### src/rtl/wdg_pkg.sv
package wdg_pkg;
   localparam int KEY_W = 16;
   localparam logic [KEY_W-1:0] CMD_START = 16'hCCCC;
   localparam logic [KEY_W-1:0] CMD_KICK  = 16'hAAAA;
   localparam logic [KEY_W-1:0] CMD_OPEN  = 16'h5555;
   localparam logic [KEY_W-1:0] CMD_CLOSE = 16'h0000;
   // word indices (byte offset / 4)
   localparam int SLOT_CMD  = 0;
   localparam int SLOT_DIV  = 1;
   localparam int SLOT_RLD  = 2;
   localparam int SLOT_BUSY = 3;
   localparam int SLOT_RSV  = 4;
endpackage

### src/rtl/wdg_keydec.sv
module wdg_keydec
   import wdg_pkg::*;
(
   input  logic             clk,
   input  logic             rst_n,
   input  logic             cmd_wr,
   input  logic [KEY_W-1:0] cmd_val,
   output logic             open_q,
   output logic             start_p,
   output logic             kick_p
);
   always_comb begin
      start_p = cmd_wr && (cmd_val == CMD_START);
      kick_p  = cmd_wr && (cmd_val == CMD_KICK);
   end

   always_ff @(posedge clk or negedge rst_n) begin
      if (!rst_n) begin
         open_q <= 1'b0;
      end else if (cmd_wr) begin
         if (cmd_val == CMD_OPEN)
            open_q <= 1'b1;
         else if (cmd_val != CMD_START && cmd_val != CMD_KICK)
            open_q <= 1'b0;   // CMD_CLOSE and every unknown value
      end
   end
endmodule

### src/rtl/wdg_cfg_slot.sv
module wdg_cfg_slot #(
   parameter int               W           = 12,
   parameter int               APPLY_TICKS = 3,
   parameter logic [W-1:0]     RESET_VAL   = '0
) (
   input  logic         clk,
   input  logic         rst_n,
   input  logic         tick_en,
   input  logic         wr_en,
   input  logic [W-1:0] wr_val,
   output logic [W-1:0] shadow_q,
   output logic [W-1:0] live_q,
   output logic         busy_q
);
   localparam int TW = $clog2(APPLY_TICKS + 1);

   logic [TW-1:0] wait_q;

   always_ff @(posedge clk or negedge rst_n) begin
      if (!rst_n) begin
         shadow_q <= RESET_VAL;
         live_q   <= RESET_VAL;
         busy_q   <= 1'b0;
         wait_q   <= '0;
      end else if (wr_en) begin
         shadow_q <= wr_val;
         busy_q   <= 1'b1;
         wait_q   <= TW'(APPLY_TICKS);
      end else if (busy_q && tick_en) begin
         if (wait_q <= TW'(1)) begin
            live_q <= shadow_q;
            busy_q <= 1'b0;
            wait_q <= '0;
         end else begin
            wait_q <= wait_q - TW'(1);
         end
      end
   end
endmodule

### src/rtl/wdg_countdown.sv
module wdg_countdown #(
   parameter int CODE_W = 3,
   parameter int DIV_W  = 8,
   parameter int CNT_W  = 12
) (
   input  logic              clk,
   input  logic              rst_n,
   input  logic              tick_en,
   input  logic              start,
   input  logic              kick,
   input  logic [CODE_W-1:0] code,
   input  logic [CNT_W-1:0]  reload,
   output logic              running_q,
   output logic              rst_req_q
);
   localparam int               CODE_MAX = DIV_W - 2;
   localparam logic [DIV_W-1:0] ONES     = '1;

   logic [DIV_W-1:0] div_q;
   logic [DIV_W-1:0] div_lim;
   logic [CNT_W-1:0] cnt_q;

   // ratio - 1 = 2^(code+2) - 1
   assign div_lim = ONES >> (CODE_W'(CODE_MAX) - code);

   always_ff @(posedge clk or negedge rst_n) begin
      if (!rst_n) begin
         running_q <= 1'b0;
         rst_req_q <= 1'b0;
         div_q     <= '0;
         cnt_q     <= '0;
      end else begin
         rst_req_q <= 1'b0;
         if (start || (kick && running_q)) begin
            running_q <= 1'b1;
            div_q     <= '0;
            cnt_q     <= reload;
         end else if (running_q && tick_en) begin
            if (div_q >= div_lim) begin
               div_q <= '0;
               if (cnt_q == '0) begin
                  rst_req_q <= 1'b1;
                  cnt_q     <= reload;
               end else begin
                  cnt_q <= cnt_q - CNT_W'(1);
               end
            end else begin
               div_q <= div_q + DIV_W'(1);
            end
         end
      end
   end
endmodule

### src/rtl/keyed_watchdog.sv
module keyed_watchdog
   import wdg_pkg::*;
#(
   parameter int MAX_RATIO   = 256,
   parameter int RELOAD_W    = 12,
   parameter int APPLY_TICKS = 3,
   parameter int ADDR_W      = 5,
   parameter int DATA_W      = 16
) (
   input  logic              clk,
   input  logic              rst_n,
   input  logic              tick_en,
   input  logic              reg_wr,
   input  logic [ADDR_W-1:0] reg_addr,
   input  logic [DATA_W-1:0] reg_wdata,
   output logic [DATA_W-1:0] reg_rdata,
   output logic              rst_req
);
   localparam int DIV_W    = $clog2(MAX_RATIO);
   localparam int CODE_MAX = DIV_W - 2;
   localparam int CODE_W   = $clog2(CODE_MAX + 1);
   localparam int WORD_W   = ADDR_W - 2;

   // elaboration-time parameter checks
   if (MAX_RATIO < 8 || (1 << DIV_W) != MAX_RATIO) begin : g_bad_ratio
      $error("MAX_RATIO must be a power of two of at least 8");
   end
   if (DATA_W < KEY_W || DATA_W < RELOAD_W) begin : g_bad_data
      $error("DATA_W too narrow for command or reload field");
   end
   if (ADDR_W < 5) begin : g_bad_addr
      $error("ADDR_W must cover five word slots");
   end
   if (APPLY_TICKS < 1) begin : g_bad_apply
      $error("APPLY_TICKS must be at least 1");
   end

   logic [WORD_W-1:0] word;
   logic              sel_cmd, sel_div, sel_rld;
   logic              open_q, start_p, kick_p;
   logic [CODE_W-1:0] code_raw, code_in;
   logic [CODE_W-1:0] div_shadow, div_live;
   logic [RELOAD_W-1:0] rld_shadow, rld_live;
   logic              div_busy, rld_busy;
   logic              running;

   assign word    = reg_addr[ADDR_W-1:2];
   assign sel_cmd = reg_wr && (word == WORD_W'(SLOT_CMD));
   assign sel_div = reg_wr && (word == WORD_W'(SLOT_DIV)) && open_q;
   assign sel_rld = reg_wr && (word == WORD_W'(SLOT_RLD)) && open_q;

   wdg_keydec u_keydec (
      .clk     (clk),
      .rst_n   (rst_n),
      .cmd_wr  (sel_cmd),
      .cmd_val (reg_wdata[KEY_W-1:0]),
      .open_q  (open_q),
      .start_p (start_p),
      .kick_p  (kick_p)
   );

   // divider code: saturate only when the field can hold codes above the top one
   assign code_raw = reg_wdata[CODE_W-1:0];
   if (((1 << CODE_W) - 1) == CODE_MAX) begin : g_code_exact
      assign code_in = code_raw;
   end else begin : g_code_sat
      assign code_in = (code_raw > CODE_W'(CODE_MAX)) ? CODE_W'(CODE_MAX) : code_raw;
   end

   wdg_cfg_slot #(
      .W           (CODE_W),
      .APPLY_TICKS (APPLY_TICKS),
      .RESET_VAL   ('0)
   ) u_div_slot (
      .clk      (clk),
      .rst_n    (rst_n),
      .tick_en  (tick_en),
      .wr_en    (sel_div),
      .wr_val   (code_in),
      .shadow_q (div_shadow),
      .live_q   (div_live),
      .busy_q   (div_busy)
   );

   wdg_cfg_slot #(
      .W           (RELOAD_W),
      .APPLY_TICKS (APPLY_TICKS),
      .RESET_VAL   ('1)
   ) u_rld_slot (
      .clk      (clk),
      .rst_n    (rst_n),
      .tick_en  (tick_en),
      .wr_en    (sel_rld),
      .wr_val   (reg_wdata[RELOAD_W-1:0]),
      .shadow_q (rld_shadow),
      .live_q   (rld_live),
      .busy_q   (rld_busy)
   );

   wdg_countdown #(
      .CODE_W (CODE_W),
      .DIV_W  (DIV_W),
      .CNT_W  (RELOAD_W)
   ) u_countdown (
      .clk       (clk),
      .rst_n     (rst_n),
      .tick_en   (tick_en),
      .start     (start_p),
      .kick      (kick_p),
      .code      (div_live),
      .reload    (rld_live),
      .running_q (running),
      .rst_req_q (rst_req)
   );

   always_comb begin
      reg_rdata = '0;
      if (word == WORD_W'(SLOT_DIV))
         reg_rdata = DATA_W'(div_shadow);
      else if (word == WORD_W'(SLOT_RLD))
         reg_rdata = DATA_W'(rld_shadow);
      else if (word == WORD_W'(SLOT_BUSY))
         reg_rdata = DATA_W'({rld_busy, div_busy});
   end
endmodule

### config.mk
export PLATFORM = sky130hd
export DESIGN_NAME = keyed_watchdog
export DESIGN_NICKNAME = d
export VERILOG_FILES = /design/src/rtl/wdg_pkg.sv /design/src/rtl/wdg_keydec.sv /design/src/rtl/wdg_cfg_slot.sv /design/src/rtl/wdg_countdown.sv /design/src/rtl/keyed_watchdog.sv
export SDC_FILE = /design/constraint.sdc
export NUM_CORES = 1
export LEC_CHECK = 0
export BUFFER_PORTS_ARGS = -buffer_cell sky130_fd_sc_hd__buf_4
export CAP_MARGIN = 20
export CORE_AREA = 2 2 94 73
export DETAILED_ROUTE_END_ITERATION = 10
export DIE_AREA = 0 0 96 75
export PLACE_DENSITY_LB_ADDON = 0.3
export SYNTH_ARGS = -nofsm -noshare
export SYNTH_HDL_FRONTEND = slang
export SYNTH_SLANG_ARGS = --single-unit
### constraint.sdc
create_clock -name clk -period 3.7 [get_ports clk]
set_input_delay 0.555 -clock clk [delete_from_list [all_inputs] [get_ports clk]]
set_output_delay 0.555 -clock clk [all_outputs]
set_load 0.05 [all_outputs]
==> metrics.md, run 1 <==
| Metric | Value |
|---|---|
| Status | finished clean |
| First-pass GRT wire length | 12.69 mm |
| Ports | 42 |
| Vias per cell | 5.851 |
| Worst Clk Skew | a little over 9 ps |
| Cell Area, Placed | 0.003677 mm² |
| Worst Setup SP | u_div_slot.live_q[0] |
| Crit path kind | flop to flop |
| DR iter-0 viols | around 170 |
| Rel. slew slack | 0.4220 |
| Avg Cell Area, Syn | 9.311 µm² |
| Area of the multi-input gates | 0.001728 mm² |
| Die height | 75 µm |
| Clock transition at path regs | 70 ps |
| Final period util | 0.8862 |
| Port Buf Inserts | 35 |
| Via count | 2,832 |
| Slew Limit Fails | 0 |
| WL met2 | 3.126 mm |
| Post-synth cell types | 57 |
| Number of synthesized flops with an enable pin | 0 |
| Drt drc | 0 |
| Asr flop ratio synth | 1.000 |
| Worst-Margin Slew | between 800 and 900 ps |
| Crit path DAT | 3500 ps |
| Post_cts resized | 0 |
| Flops & latches, synth | 59 |
| Worst EP required | 3920 ps |
| Hpwl dp | 5.310 mm |
| Pwr dens | 319.3 mW/mm² |
| Final instance area | 0.003852 mm² |
| Postcts setup bufs | 0 |
| Nets | 436 |
| Worst-Skew Late Latency | 340 ps |
| Crit end category | flop |
| Hold-fix buffer count after cts | 0 |
| GPL Wtd Cong | a little under 0.9 |
| Post-route setup TNS | 0 ps |
| Total grt overflow | 0 |
| DRT met1 WL | 3.595 mm |
| Post-Syn Instances | 362 |
| Ys Warns | 0 |
| Starting density of the core | 0.5415 |
| Post-Syn Area | about 0.0034 mm² |
| Initial antenna violation count | 0 |
| Row Count | 25 |
| Number of global-route vias before repair | 2,592 |
| Commonest non-fill, non-tap cell in the layout | nand2_1 |
| Max Root-Sink Buffers | 2 |
| CTS buffer count | 9 |
| Antenna-violating nets left | 0 |
| Met3 WL | 551 µm |
| Worst vdd ir | 0.2190 mV |
| Register area | 0.001506 mm² |
| Achievable frequency | 0.3050 GHz |
| Most frequent cells in the layout | nand2_1, buf_4, dfrtp_1, o21ai_0, dfstp_2 |
| Sequential fraction of the synthesis area | 0.4469 |
| Detailed Route WL | 7.378 mm |
| Pleak | 1.827 nW |
| Core box area | slightly above 0.006 mm² |
| Total Power | 1.230 mW |
| H-tree depth | 3 |
| Total Routing Usage GR | 0.2353 |
| CTS root buf | clkbuf_8 |
| Ant. Diodes | 0 |
| Syn-to-layout area delta | 14.29% |
| RSZ-0062 raised after global routing | false |
| Wirelength per Cell | roughly 15 µm |
| Largest net degree at the start of global routing | 60 |
| Highest routed layer | met4 |
| Min Tclk post-route | approximately 3300 ps |
| TritonRoute pass-1 iters | 6 |
| Worst-path fanout max | 9 |
| R2r startpoint | u_div_slot.live_q[0] |
| Maximum capacitance violations | 0 |
| Die W | between 90 and 100 µm |
| CP Launch Type | flop |
| Die area | 0.007200 mm² |
| Share of post-route cells with drive strength above 1 | 0.2506 |
| Layout fillers | 518 |
| Ys flop type | dfrtp_1 |
| Hold WC Path Type | input port to async pin |
| # setup viols final | 0 |
| CTS tree | yes |
| Clk sinks | 59 |
| Final-report hold violation count | 0 |
==> synth_stat cells (5+ instances only) <==
cell / count / area share
nand2_1: 77 / 0.086
and2_1: 16 / 0.030
a21oi_1: 13 / 0.019
ha_1: 13 / 0.048
mux2_2: 10 / 0.033
nor2_1: 23 / 0.026
dfrtp_1: 35 / 0.26
nand3_1: 11 / 0.016
clkbuf_1: 6 / 0.0067
and4bb_2: 6 / 0.022
nor3_1: 5 / 0.0074
inv_1: 15 / 0.017
dfstp_2: 24 / 0.19
o21ai_0: 28 / 0.042
==> area by class of cell <==
| type | instances | share of cell area |
|---|---|---|
| multi-input cells | 275 | 0.4485 |
| repair buffers | 38 | 0.07405 |
| well taps | 81 | 0.02631 |
| clock buffers | 9 | 0.03215 |
| clock inverters | 7 | 0.01332 |
| flip-flops and latches | 59 | 0.3910 |
| inverters | 15 | 0.01462 |
==> sequential cells by signal (all words and copies together) (netlist names) <==
register               flops
u_countdown.div_q          8
u_div_slot.live_q          3
u_rld_slot.busy_q          1
u_countdown.running_q      1
u_keydec.open_q            1
u_div_slot.busy_q          1
u_countdown.cnt_q         12
u_countdown.rst_req_q      1
u_rld_slot.wait_q          2
u_div_slot.shadow_q        3
u_rld_slot.live_q         12
u_rld_slot.shadow_q       12
u_div_slot.wait_q          2
==> metal layers <==
layer / global-route usage / vias to the layer above
met3: 0.06707 / 10
met4: 0.06667 / 0
met2: 0.3387 / 119
li1: - / 1358
met1: 0.3478 / 1345
met5: 0 / -
==> per-stage QoR <==
step	setup slack, ps	util	hold slack, ps	cells
2_1_floorplan	1032	-	259.4	365
3_3_place_gp	534.1	0.5908	455.0	468
3_5_place_dp	407.4	0.5908	456.3	468
4_1_cts	412.1	0.6189	291.2	484
5_1_grt	177.7	0.6189	316.2	484
6_report	421.1	0.6189	262.1	484
==> cell families after synthesis <==
group | Yosys count | synth area share
and+or+nand+nor | 169 | 0.2680
AOI/OAI and AO/OA | 74 | 0.1451
DFF | 59 | 0.4469
buffers and inverters | 31 | 0.04380
adders and majority gates | 13 | 0.04826
muxes | 11 | 0.03638
xor gates and xnor gates | 4 | 0.01040
other | 1 | 0.001113
==> critical path, cell delays in order (launching register included) <==
cell,delay [ps]
dfrtp_1,420
ha_1,220
xor2_1,310
inv_1,110
and2_1,170
ha_1,270
a21oi_1,110
o21ai_0,160
a22oi_1,710
o21ai_2,270
a222oi_1,410
==> report_power, final <==
| part | total, mW | internal, mW | switching [mW] |
|---|---|---|---|
| clock network | 0.521 | 0.246 | 0.275 |
| registers | 0.646 | 0.646 | 0.0000522 |
| logic | 0.0626 | 0.0228 | 0.0398 |
| total | 1.23 | 0.915 | 0.315 |
==> final timing paths <==
path	to	slack, ps	cells after the start
min in group clk	u_rld_slot.shadow_q[5]	410	3
min	u_countdown.div_q[6]	260	1
min reg2reg	u_rld_slot.shadow_q[8]	470	2
max in group asynchronous	u_countdown.cnt_q[10]	2960	1
max reg2reg	u_countdown.cnt_q[8]	420	10
max	u_countdown.cnt_q[8]	420	10
No activity file was read; power rests on OpenSTA's default activity.
==> inputs of run 2 (changes only) <==
- CORE_AREA: 2 2 94 73 -> 2 2 78 88
- DIE_AREA: 0 0 96 75 -> 0 0 80 90
- SKIP_LAST_GASP: unset -> 1
==> run 2 against run 1 <==
Power rose by 4.8%; sequential cell count did not move; cell count rose by 0.21%; count of clock-buffer cells in the layout rose by 4; global-route usage fell by 1.5 points; via count fell by 2.1%.
==> metrics.md, run 2 (synthesis gave the netlist of run 1 again) <==
| Metric | Value |
|---|---|
| Via count | 2,773 (-2.1%) |
| Maximum capacitance violations | 0 (unchanged) |
| Dpl ws | 569.3 ps (+162.0 ps) |
| CP peak stage delay | 410 ps (-300 ps) |
| Rel. slew slack | 0.5241 (+0.1021) |
| Hold WC Path Type | input port to async pin |
| RSZ-0062 raised after global routing | false |
| Total Routing Usage GR | 0.2207 (-0.01460) |
| Die area | 0.007200 mm² (unchanged) |
| Clk sinks | 59 (unchanged) |
| Commonest non-fill, non-tap cell in the layout | nand2_1 |
| Crit path kind | flop to flop |
| Vias per cell | 5.718 (-2.3%) |
| Slew Limit Fails | 0 (unchanged) |
| Hold Slack | 272.3 ps (+10.26 ps) |
| Core box area | 0.006361 mm² (+2.2%) |
| Most frequent cells in the layout | nand2_1, buf_4, dfrtp_1, o21ai_0, dfstp_2 |
| Top Registers | u_countdown.cnt_q x12, u_rld_slot.live_q x12, u_rld_slot.shadow_q x12 |
| Hold-fix buffer count after cts | 0 (unchanged) |
| Achievable frequency | 0.3150 GHz (+3.3%) |
| Final period util | 0.8580 (-0.02817) |
| Worst Clk Skew | 11.54 ps (+2.423 ps) |
| Most common cell on crit path | ha_1 |
| Row Count | 31 (+24%) |
| Ports | 42 (unchanged) |
| Total Power | 1.289 mW (+4.8%) |
| Port Buf Inserts | 35 (unchanged) |
| Syn-to-layout area delta | 15.03% |
| CTS tree | yes |
| Post-route setup TNS | 0 ps (unchanged) |
| Worst-path fanout max | 7 (-2) |
| H-tree depth | 3 (unchanged) |
| Wirelength per Cell | 15.17 µm (-0.46%) |
| Number of global-route vias before repair | 2,751 (+6.1%) |
| CTS root buf | clkbuf_8 |
| Pwr dens | 332.6 mW/mm² (+4.2%) |
| Status | finished clean |
| CP Launch Type | flop |
| Crit path DAT | 3400 ps (-100 ps) |
| Max Root-Sink Buffers | 2 (unchanged) |
| Worst-path cell chain | ha_1 -> xor2_1 -> inv_1 -> and2_1 -> ha_1 -> nand2_1 -> o21ai_0 -> a22oi_1 -> buf_4 -> o311a_1 -> a221o_1 |
| Hpwl dp | 5.256 mm (-1.0%) |
| Final instance area | 0.003877 mm² (+0.65%) |
| Final-report hold violation count | 0 (unchanged) |
| Detailed Route WL | 7.359 mm (-0.26%) |
| Clock transition at path regs | 70 ps (about the same) |
| Nets | 436 (unchanged) |
| Starting density of the core | 0.5299 (-0.01161) |
| Worst path bufs/invs | 2 (+1) |
| Die height | 90 µm (+20%) |
| Worst vdd ir | 0.2218 mV (+1.2%) |
| First-pass GRT wire length | 12.55 mm (-1.1%) |
| Initial antenna violation count | 0 (unchanged) |
| Worst EP required | 3930 ps (about the same) |
| Share of post-route cells with drive strength above 1 | 0.2481 (-0.002481) |
| GPL Wtd Cong | 0.8831 (+1.2%) |
| Post_cts resized | 0 (unchanged) |
| Antenna-violating nets left | 0 (unchanged) |
| Drt drc | 0 (unchanged) |
| Total grt overflow | 0 (unchanged) |
| Crit end category | flop |
| Die W | 80 µm (-17%) |
| Postcts setup bufs | 0 (unchanged) |
| Largest net degree at the start of global routing | 60 (unchanged) |
| Min Tclk post-route | 3175 ps (-104.2 ps) |
| Worst-Margin Slew | 713.8 ps (-153.2 ps) |
| Worst-Skew Late Latency | 340 ps (about the same) |
| CP max stage cell | dfrtp_1 |
| Ant. Diodes | 0 (unchanged) |
| CTS buffer count | 9 (unchanged) |
| Cell Area, Placed | 0.003679 mm² (about the same) |
| DR iter-0 viols | 238 (+39%) |
| Setup ws final | 525.4 ps (+104.2 ps) |
| Cell family with most CP delay | compound AO/OA/AOI/OAI gates |
| # setup viols final | 0 (unchanged) |
| Pleak | 1.837 nW (+0.58%) |
| TritonRoute pass-1 iters | 5 (-1) |
## run 2: layout make-up
| class | instances | area [µm²] |
|---|---|---|
| Tap cell | 82 | 102.6 |
| Sequential cell | 59 | 1506 |
| Fill cell | 570 | 2484 |
| Inverter | 15 | 56.30 |
| Clock inverter | 3 | 18.77 |
| Timing Repair Buffer | 38 | 285.3 |
| Multi-Input combinational cell | 275 | 1728 |
| Clock buffer | 13 | 180.2 |
## run 2: final timing paths
path                                   startpoint                endpoint  slack (ps)  cells past startpoint
max reg2reg                  u_div_slot.live_q[0]    u_countdown.cnt_q[7]         530                     11
min reg2reg                u_rld_slot.shadow_q[9]  u_rld_slot.shadow_q[9]         470                      2
max                          u_div_slot.live_q[0]    u_countdown.cnt_q[7]         530                     11
max in group asynchronous                   rst_n    u_countdown.div_q[3]        2950                      1
min                                         rst_n   u_countdown.cnt_q[10]         270                      1
min in group clk                     reg_wdata[6]  u_rld_slot.shadow_q[6]         420                      3
## run 2: routing by layer
layer | GRT usage | vias to the layer above | routed length [µm]
met5 | 0 | - | 0
met2 | 0.3368 | 81 | 3486
met1 | 0.2962 | 1330 | 3430
met3 | 0.04819 | 12 | 299
met4 | 0.1059 | 0 | 142
li1 | - | 1350 | -
## run 2: power breakdown
group,leakage [nW],switching [mW],total (mW),internal [mW]
sequential,0.733,0.0000510,0.646,0.646
combinational,1.00,0.0391,0.0619,0.0228
clock,0.101,0.261,0.581,0.320
## run 2: per-stage QoR
stage / util / std cells
CTS: 0.6096 / 485
global route: 0.6096 / 485
global placement: 0.5783 / 469
floorplan: - / 365
finish: 0.6096 / 485
detailed placement: 0.5783 / 469
